<file path="config.mk">
export PLATFORM = sky130hd
export DESIGN_NAME = qseq_core
export DESIGN_NICKNAME = d
export VERILOG_FILES = /design/src/rtl/qseq_pkg.sv /design/src/rtl/qseq_phase_gen.sv /design/src/rtl/qseq_pc_unit.sv /design/src/rtl/qseq_ir_stage.sv /design/src/rtl/qseq_core.sv
export SDC_FILE = /design/constraint.sdc
export NUM_CORES = 1
export LEC_CHECK = 0
export BUFFER_PORTS_ARGS = -buffer_cell sky130_fd_sc_hd__buf_2
export CORE_MARGIN = 2
export CORE_UTILIZATION = 48
export CTS_BUF_LIST = sky130_fd_sc_hd__clkbuf_4
export DETAILED_ROUTE_END_ITERATION = 16
export PLACE_DENSITY = 0.78
export SETUP_SLACK_MARGIN = 0.5
export SLEW_MARGIN = 20
export SYNTH_ARGS = -nofsm -noshare
export SYNTH_HDL_FRONTEND = slang
export SYNTH_SLANG_ARGS = --single-unit
</file>
<file path="constraint.sdc">
create_clock -name clk -period 1.5 [get_ports clk]
set_input_delay 0.225 -clock clk [delete_from_list [all_inputs] [get_ports clk]]
set_output_delay 0.225 -clock clk [all_outputs]
set_load 0.02 [all_outputs]
</file>
<file path="src/rtl/qseq_pkg.sv">
package qseq_pkg;
    typedef enum logic [1:0] {
        PH_Q1 = 2'd0,
        PH_Q2 = 2'd1,
        PH_Q3 = 2'd2,
        PH_Q4 = 2'd3
    } phase_e;

    localparam int NUM_PHASES = 4;
    localparam int ADDR_STEP  = 2;   // byte step between 16-bit instruction words
endpackage

</file>
<file path="src/rtl/qseq_phase_gen.sv">
module qseq_phase_gen
    import qseq_pkg::*;
(
    input  logic                  clk,
    input  logic                  rst,
    output logic [NUM_PHASES-1:0] strobe_o
);
    typedef struct packed {
        phase_e ph;
    } state_t;

    state_t st_d, st_q;

    always_comb begin
        st_d    = st_q;
        st_d.ph = phase_e'(st_q.ph + 2'd1);
    end

    always_ff @(posedge clk) begin
        if (rst) st_q <= '{ph: PH_Q1};
        else     st_q <= st_d;
    end

    for (genvar i = 0; i < NUM_PHASES; i++) begin : g_strobe
        localparam logic [1:0] IDX = i;
        assign strobe_o[i] = (st_q.ph == IDX);
    end

    AST_PHASE_ONEHOT: assert property (@(posedge clk) disable iff (rst)
        $onehot(strobe_o)) else $error("phase not one-hot");
    AST_PHASE_WRAP: assert property (@(posedge clk) disable iff (rst)
        strobe_o[NUM_PHASES-1] |=> strobe_o[0]) else $error("Q4 not followed by Q1");
endmodule

</file>
<file path="src/rtl/qseq_pc_unit.sv">
module qseq_pc_unit
    import qseq_pkg::*;
#(
    parameter int PC_W = 16
) (
    input  logic            clk,
    input  logic            rst,
    input  logic            adv_i,     // last clock of the instruction cycle
    input  logic            take_i,    // taken branch, valid with adv_i
    input  logic [PC_W-1:0] target_i,
    output logic [PC_W-1:0] pc_o
);
    localparam logic [PC_W-1:0] STEP = PC_W'(ADDR_STEP);

    typedef struct packed {
        logic [PC_W-1:0] pc;
    } state_t;

    state_t st_d, st_q;

    always_comb begin
        st_d = st_q;
        if (adv_i) begin
            if (take_i) st_d.pc = target_i;
            else        st_d.pc = st_q.pc + STEP;
        end
    end

    always_ff @(posedge clk) begin
        if (rst) st_q <= '{pc: '0};
        else     st_q <= st_d;
    end

    assign pc_o = st_q.pc;

    AST_PC_HOLD: assert property (@(posedge clk) disable iff (rst)
        !adv_i |=> $stable(pc_o)) else $error("PC moved outside Q1 entry");
    AST_PC_STEP: assert property (@(posedge clk) disable iff (rst)
        (adv_i && !take_i) |=> (pc_o == $past(pc_o) + STEP)) else $error("PC step wrong");
endmodule

</file>
<file path="src/rtl/qseq_ir_stage.sv">
module qseq_ir_stage #(
    parameter int IW = 16
) (
    input  logic          clk,
    input  logic          rst,
    input  logic          cap_i,     // last clock of Q3: capture fetched word
    input  logic          adv_i,     // last clock of Q4: move word to execute
    input  logic          take_i,    // taken branch: replace word with forced NOP
    input  logic [IW-1:0] word_i,
    output logic [IW-1:0] ir_o,
    output logic          flushed_o
);
    localparam logic [IW-1:0] NOP = '0;

    typedef struct packed {
        logic [IW-1:0] pf;
        logic [IW-1:0] ir;
        logic          fl;
    } state_t;

    state_t st_d, st_q;

    always_comb begin
        st_d = st_q;
        if (cap_i) st_d.pf = word_i;
        if (adv_i) begin
            if (take_i) begin
                st_d.ir = NOP;
                st_d.fl = 1'b1;
            end else begin
                st_d.ir = st_q.pf;
                st_d.fl = 1'b0;
            end
        end
    end

    always_ff @(posedge clk) begin
        if (rst) st_q <= '{pf: NOP, ir: NOP, fl: 1'b0};
        else     st_q <= st_d;
    end

    assign ir_o      = st_q.ir;
    assign flushed_o = st_q.fl;

    AST_IR_HOLD: assert property (@(posedge clk) disable iff (rst)
        !adv_i |=> ($stable(ir_o) && $stable(flushed_o))) else $error("IR moved mid-cycle");
    AST_FLUSH_IS_NOP: assert property (@(posedge clk) disable iff (rst)
        flushed_o |-> (ir_o == NOP)) else $error("flushed word not NOP");
endmodule

</file>
<file path="src/rtl/qseq_core.sv">
module qseq_core
    import qseq_pkg::*;
#(
    parameter int PC_W = 16,
    parameter int IW   = 16
) (
    input  logic            clk,
    input  logic            rst,
    output logic [PC_W-1:0] imem_addr,
    input  logic [IW-1:0]   imem_data,
    input  logic            br_req,
    input  logic [PC_W-1:0] br_target,
    output logic [3:0]      phase,
    output logic [IW-1:0]   ir,
    output logic            ir_flushed,
    output logic            dmem_rd,
    output logic            dmem_wr
);
    logic [NUM_PHASES-1:0] strobe;
    logic                  take;

    qseq_phase_gen u_phase (
        .clk      (clk),
        .rst      (rst),
        .strobe_o (strobe)
    );

    // A branch is honoured only at the end of a real (non-flushed) execute cycle.
    assign take = br_req & ~ir_flushed & strobe[PH_Q4];

    qseq_pc_unit #(.PC_W(PC_W)) u_pc (
        .clk      (clk),
        .rst      (rst),
        .adv_i    (strobe[PH_Q4]),
        .take_i   (take),
        .target_i (br_target),
        .pc_o     (imem_addr)
    );

    qseq_ir_stage #(.IW(IW)) u_ir (
        .clk       (clk),
        .rst       (rst),
        .cap_i     (strobe[PH_Q3]),
        .adv_i     (strobe[PH_Q4]),
        .take_i    (take),
        .word_i    (imem_data),
        .ir_o      (ir),
        .flushed_o (ir_flushed)
    );

    assign phase   = strobe;
    assign dmem_rd = strobe[PH_Q2] & ~ir_flushed;
    assign dmem_wr = strobe[PH_Q4] & ~ir_flushed;

    AST_RD_WINDOW: assert property (@(posedge clk) disable iff (rst)
        dmem_rd |-> (phase == 4'b0010 && !ir_flushed)) else $error("read strobe misplaced");
    AST_WR_WINDOW: assert property (@(posedge clk) disable iff (rst)
        dmem_wr |-> (phase == 4'b1000 && !ir_flushed)) else $error("write strobe misplaced");
    AST_TARGET_LOAD: assert property (@(posedge clk) disable iff (rst)
        (br_req && phase[3] && !ir_flushed) |=> (imem_addr == $past(br_target) && ir_flushed))
        else $error("branch not taken");
    AST_NO_FLUSH_BRANCH: assert property (@(posedge clk) disable iff (rst)
        (phase[3] && ir_flushed) |=> !ir_flushed) else $error("branch taken in flushed cycle");
endmodule

</file>
==> results of run 1 <==
## per-stage QoR
step	hold slack (ns)	std cells	utilization	worst slack [ns]	total power (W)
floorplan	0.3535	261	-	0.1746	0.001751
global placement	0.4525	375	0.5942	0.1085	0.001836
detailed placement	0.4451	375	0.5942	0.03428	0.001844
CTS	0.06817	413	0.7655	0.04431	0.002758
global route	0.08880	431	0.8497	-0.1967	0.002970
finish	0.09007	431	0.8497	-0.1178	0.002894
## final timing paths
| path | startpoint | endpoint | slack [ns] | depth (start not counted) |
|---|---|---|---|---|
| max | u_phase.st_q[1] | u_pc.pc_o[3] | -0.12 | 7 |
| min | br_target[0] | u_pc.pc_o[0] | 0.09 | 3 |
| max reg2reg | u_phase.st_q[1] | u_pc.pc_o[3] | -0.12 | 7 |
| min reg2reg | u_pc.pc_o[0] | u_pc.pc_o[0] | 0.47 | 2 |
## worst max-delay path, cell delays in order (launching register included)
cell	delay (ns)
dfxtp_4	0.42
ha_4	0.21
buf_6	0.12
buf_12	0.11
buf_6	0.11
o21ai_2	0.07
a221oi_2	0.37
nor2_1	0.10
## where the power goes
part	switching (W)	leakage, nW	internal [W]
clock	0.000450	0.0416	0.000345
combinational	0.000314	1.18	0.000338
sequential	0.0000582	0.435	0.00139
## Yosys cell counts (all sizes together)
| library cell | number |
|---|---|
| dfxtp | 51 |
| nor2 | 43 |
| mux2i | 33 |
| buf | 31 |
| nand2 | 17 |
| nand3 | 8 |
| a21oi | 7 |
| nor2b | 7 |
| a211oi | 6 |
| a31oi | 5 |
| ha | 5 |
| a311oi | 4 |
| clkbuf | 4 |
| nor3 | 4 |
| nor4 | 4 |
| o21ai | 4 |
| inv | 3 |
| nand2b | 3 |
| nand3b | 3 |
| nand4 | 2 |
| o22ai | 2 |
| xnor2 | 2 |
| a21bo | 1 |
| a21o | 1 |
| a221oi | 1 |
| a31o | 1 |
| a32oi | 1 |
| and2 | 1 |
| and3b | 1 |
| and4 | 1 |
| mux2 | 1 |
| nand4b | 1 |
| nor3b | 1 |
| o2bb2ai | 1 |
| or2 | 1 |
## state kept, by name, indices dropped and copies added, names as in the netlist
signal	flops
u_ir.flushed_o	1
u_ir.ir_o	16
u_ir.st_q	16
u_pc.pc_o	16
u_phase.st_q	2
## cell usage in the layout, fill, tap and decap left out, drive strengths merged, types with 4 or more instances in the layout
master,Yosys,layout
a211oi,6,6
nand2,17,17
o21ai,4,4
nor3,4,4
a311oi,4,4
buf,31,128
nor2b,7,7
inv,3,4
a21oi,7,7
a31oi,5,5
nand2b,3,4
ha,5,5
nor4,4,4
dfxtp,51,51
nor2,43,43
mux2i,33,33
clkbuf,4,6
nand3,8,8
## per-layer routing
layer	global-route usage	vias up	share of wire
met1	0.3328	1205	0.40
li1	-	1099	-
met2	0.4454	139	0.50
met5	0	-	0
met3	0.05087	33	0.064
met4	0.08929	0	0.037
## what timing repair did
| action | CTS | global route |
|---|---|---|
| setup buffers | 25 | 18 |
| endpoints found under the setup margin | 88 | 89 |
| pin swaps | 18 | 25 |
| cloned | 6 | 0 |
| gates resized for setup | 149 | 67 |
## cell type report
class,instances,area [um2]
Multi-Input combinational cell,174,1565
Timing Repair Buffer,129,1225
Sequential cell,51,1102
Fill cell,213,719.4
Tap cell,67,83.83
Clock buffer,5,37.54
Clock inverter,2,36.28
Inverter,3,16.27
## logic make-up after synthesis
kind of cell / synth area share
and+or+nand+nor: 0.2042
xor gates and xnor gates: 0.007240
muxes: 0.1412
buffers and inverters: 0.09979
adders and majority gates: 0.02585
DFF: 0.4219
AOI/OAI and AO/OA: 0.09979
==> results.toml, run 1 <==
[route]
first_pass_iters = 5
routed_wl_mm = 8.901
drt_iter0_markers = 271
viasPerCell = 5.745
via_count = 2476
drc = 0
antenna_left = 0
wl_per_cell_um = 20.65

[grt]
first_global_vias = 2305
grt_pass1_wl_mm = 11.10
grt_usage = 0.2619
globalRouteOverflowTotal = 0
grt_max_degree = 21
grt_antenna_before_repair = 0

[setup_path]
cp-start-kind = "register"
crit_fanout = 7
critical_path_class = "reg2reg"
cp-end-kind = "register"
cp.required_ns = 1.75
critical_path_arrival_ns = 1.87

[layout]
drive_above_1_share = 0.6676
area_growth_pct = 68.05
fin_area_um2 = 4066
antenna_cells = 0
fin_nets = 404

[synthesis]
seq_area_frac_synth = 0.4219
syn_area_um2 = 2420
synth_top_cell_area_share = 0.4219
yosys-top-cells-area = "dfxtp_1, mux2i_1, nor2_1"
synth_nets = 301
yosysWarnings = 0
netlist_instances = 261
synth_top_cell_by_area = "dfxtp_1"
avgSynthCellArea_um2 = 9.271
ys_ff_latch = 51
synth_cell_type_count = 44

[sta]
relSlewSlack = 0.6786
drv_slew = 0
min_period_ns = 1.618
fin_skew_ns = 0.01185
fin_crit_sh = 1.079
max_freq_mhz = 618.1
max_slew.worst_pin.slew_ns = 0.4820
grt_setup_unrepaired = "yes"
final_hold_viol_count = 0
finalSetupViolations = 5
finalSetupTns_ns = -0.2052
fin_ws_ns = -0.1178

[floorplanning]
die_h_um = 75
start_util = 0.5056
die_w_um = 75
die_area_um2 = 5625
pin_count = 74
row_count = 25
core_um2 = 4786

[clocking]
clock_insertion_delay_worst_skew_ns = 0.36
clock_path_buffers = 2
clockRootBuffer = "clkbuf_4"
cts_tree = "yes"
htree_levels = 2
cts_made_buffers = 5
path_clk_slew_ns = 0.15
numClockSinks = 51
cts_hold_buf = 0

[power_and_ir_drop]
power.density_nw_per_um2 = 711.7
p_leak_nw = 1.654
ir_drop_mv = 0.7910

[flow_run]
maxCapViolations = 0

[status]
violations = "negative setup slack"
status = "finished, violations left"

[place]
dp_hpwl_mm = 3.857
io_buffer_count = 73
postPlaceCellArea_um2 = 2844
gp_congestion = 0.8127

[hold_path]
hp-class = "in2reg"
Power figures use the tool's default switching activity.
==> run 2: changes to the inputs <==
--- a/config.mk
+++ b/config.mk
@@ -5,12 +5,14 @@
 export SDC_FILE = /design/constraint.sdc
 export NUM_CORES = 1
 export LEC_CHECK = 0
+export ABC_AREA = 1
 export BUFFER_PORTS_ARGS = -buffer_cell sky130_fd_sc_hd__buf_2
-export CORE_MARGIN = 2
+export CORE_ASPECT_RATIO = 1.75
+export CORE_MARGIN = 3
 export CORE_UTILIZATION = 48
 export CTS_BUF_LIST = sky130_fd_sc_hd__clkbuf_4
 export DETAILED_ROUTE_END_ITERATION = 16
-export PLACE_DENSITY = 0.78
+export PLACE_DENSITY = 0.79
 export SETUP_SLACK_MARGIN = 0.5
 export SLEW_MARGIN = 20
 export SYNTH_ARGS = -nofsm -noshare
==> run 2 against run 1 <==
Worst hold slack worse by 0.022 ns; the run still ends with negative setup slack left; setup slack worse by 0.11 ns; synthesized cell count grew 29%; largest power group unchanged.
==> results.toml, run 2 <==
[status]
status = "finished, violations left"
violations = "negative setup slack"

[route]
routed_wl_mm = 8.794
drt_iter0_markers = 216
wl_per_cell_um = 18.36
first_pass_iters = 5
drc = 0
antenna_left = 0
viasPerCell = 5.797
via_count = 2777

[grt]
grt_antenna_before_repair = 0
grt_max_degree = 34
first_global_vias = 2620
globalRouteOverflowTotal = 0
grt_pass1_wl_mm = 11.50
grt_usage = 0.2456

[layout]
fin_area_um2 = 3908
final_cells = 479
area_growth_pct = 62.57
layout.cells.most_common = "nor2_1"
fin_nets = 466
antenna_cells = 0
drive_above_1_share = 0.5293
regArea_um2 = 1090
fillers = 284
multi_input_area_um2 = 1369
final_cell_mix = "nor2_1, nand2_1, buf_6"

[power_and_ir_drop]
ir_drop_mv = 0.7126
power.density_nw_per_um2 = 773.6
total_power_w = 0.003023
p_leak_nw = 1.673

[sta]
finalSetupViolations = 21
hold_ws_ns = 0.06812
min_period_ns = 1.729
final_hold_viol_count = 0
drv_slew = 0
max_freq_mhz = 578.2
relSlewSlack = 0.7693
fin_crit_sh = 1.153
grt_setup_unrepaired = "yes"
finalSetupTns_ns = -1.353
fin_ws_ns = -0.2294
fin_skew_ns = 0.007043
max_slew.worst_pin.slew_ns = 0.3424

[setup_path]
cp.required_ns = 1.78
critical_path_class = "reg2reg"
critical_path_arrival_ns = 2.01
critPathBufInv = 4
crit_chain = "ha_4 -> inv_4 -> nor2_4 -> buf_12 -> nand2_8 -> buf_12 -> buf_16 -> nand3b_1 -> nand2_1 -> a21oi_1"
crit_slowest_cell = "dfxtp_4"
crit_family = "buffers and inverters"
cp-end-kind = "register"
cp-start-kind = "register"
crit_top_cell = "buf_12"
crit_fanout = 6
crit_path_max_incr_delay_ns = 0.41

[clocking]
numClockSinks = 51
cts_hold_buf = 0
htree_levels = 2
clockRootBuffer = "clkbuf_4"
clock_insertion_delay_worst_skew_ns = 0.36
path_clk_slew_ns = 0.15
cts_made_buffers = 5
cts_tree = "yes"
clock_path_buffers = 2

[place]
dp_hpwl_mm = 4.157
placedCellCount = 435
postPlaceCellArea_um2 = 2788
gp_congestion = 0.8969
io_buffer_count = 73

[synthesis]
synthArstFlopShare = 0
ys_ff_latch = 51
seq_area_frac_synth = 0.4248
yosysWarnings = 0
ys.flop_type = "dfxtp_1"
synth_top_cell_by_area = "dfxtp_1"
yosys-top-cells-area = "dfxtp_1, nor2_1, o21ai_0"
netlist_instances = 336
yosys-top-cells-count = "nor2_1, dfxtp_1, nand2_1, o21ai_0, inv_1"
synth_nets = 376
yosysMostFrequentCell = "nor2_1"
avgSynthCellArea_um2 = 7.153
syn_area_um2 = 2404
synth_cell_type_count = 26
synth_top_cell_area_share = 0.4248
synth_edf_count = 0

[floorplanning]
row_count = 33
die_area_um2 = 5926
pin_count = 74
die_w_um = 59.49
core_um2 = 4748
start_util = 0.5062
die_h_um = 99.61

[flow_run]
maxCapViolations = 0

[hold_path]
hp-class = "in2reg"
-- run 2: cell types whose count changed in the layout (fill, tap and decap cells not counted), sizes merged, moves of 11 or more --
cell   change
nand2     +26
a21oi     +14
nor3      +11
inv       +20
mux2i     -33
o21ai     +35
buf       -13
nor2      +21
-- run 2: cells by family after synthesis --
logic type,count (synthesis),synth area share
flops,51,0.4248
buf+inv,62,0.1307
simple gates,146,0.2577
fa+ha+maj,5,0.02603
compound gates,72,0.1609
-- run 2: where the power goes --
group	total (W)	switching, W	leakage (nW)	internal [W]
combinational	0.000706	0.000358	1.19	0.000349
clock	0.000804	0.000452	0.0452	0.000352
sequential	0.00151	0.0000759	0.435	0.00144
-- run 2: layout make-up --
type / count / share of cell area
clock buffer: 5 / 0.009606
inverter: 25 / 0.02882
clock inverter: 3 / 0.01121
tap: 52 / 0.01665
timing repair inverter: 1 / 0.001601
sequential: 51 / 0.2789
timing repair buffer: 118 / 0.3029
multi-input combinational: 224 / 0.3503
-- run 2: per-stage QoR --
stage	util	setup WS, ns
floorplan	-	0.07248
global placement	0.5871	0.08786
detailed placement	0.5871	0.04936
CTS	0.7391	0.01847
global route	0.8229	-0.2292
finish	0.8229	-0.2294
-- run 2: worst paths after layout --
kind         slack [ns]  cells after the start         endpoint             from
max reg2reg       -0.23                     10     u_pc.pc_o[7]  u_phase.st_q[1]
min                0.07                      3    u_ir.st_q[24]     imem_data[7]
min reg2reg        0.47                      1  u_phase.st_q[0]  u_phase.st_q[0]
max               -0.23                     10     u_pc.pc_o[7]  u_phase.st_q[1]
-- run 2: what timing repair did --
item	4_1_cts	5_1_grt
gates cloned	5	4
pin swaps	4	20
endpoints found under the setup margin	88	88
buffers inserted	17	10
resized for setup	164	55
-- run 2: worst min-delay path, delay by kind of cell --
kind	cells	cell delay, ns
buf+inv	1	0.07
simple gates	2	0.11
-- run 2: layer usage --
| layer | up-vias | track usage | wire length [um] |
|---|---|---|---|
| li1 | 1272 | - | - |
| met1 | 1283 | 0.2612 | 2910 |
| met2 | 177 | 0.4457 | 4761 |
| met3 | 45 | 0.04805 | 638 |
| met4 | 0 | 0.1109 | 485 |
| met5 | - | 0 | 0 |
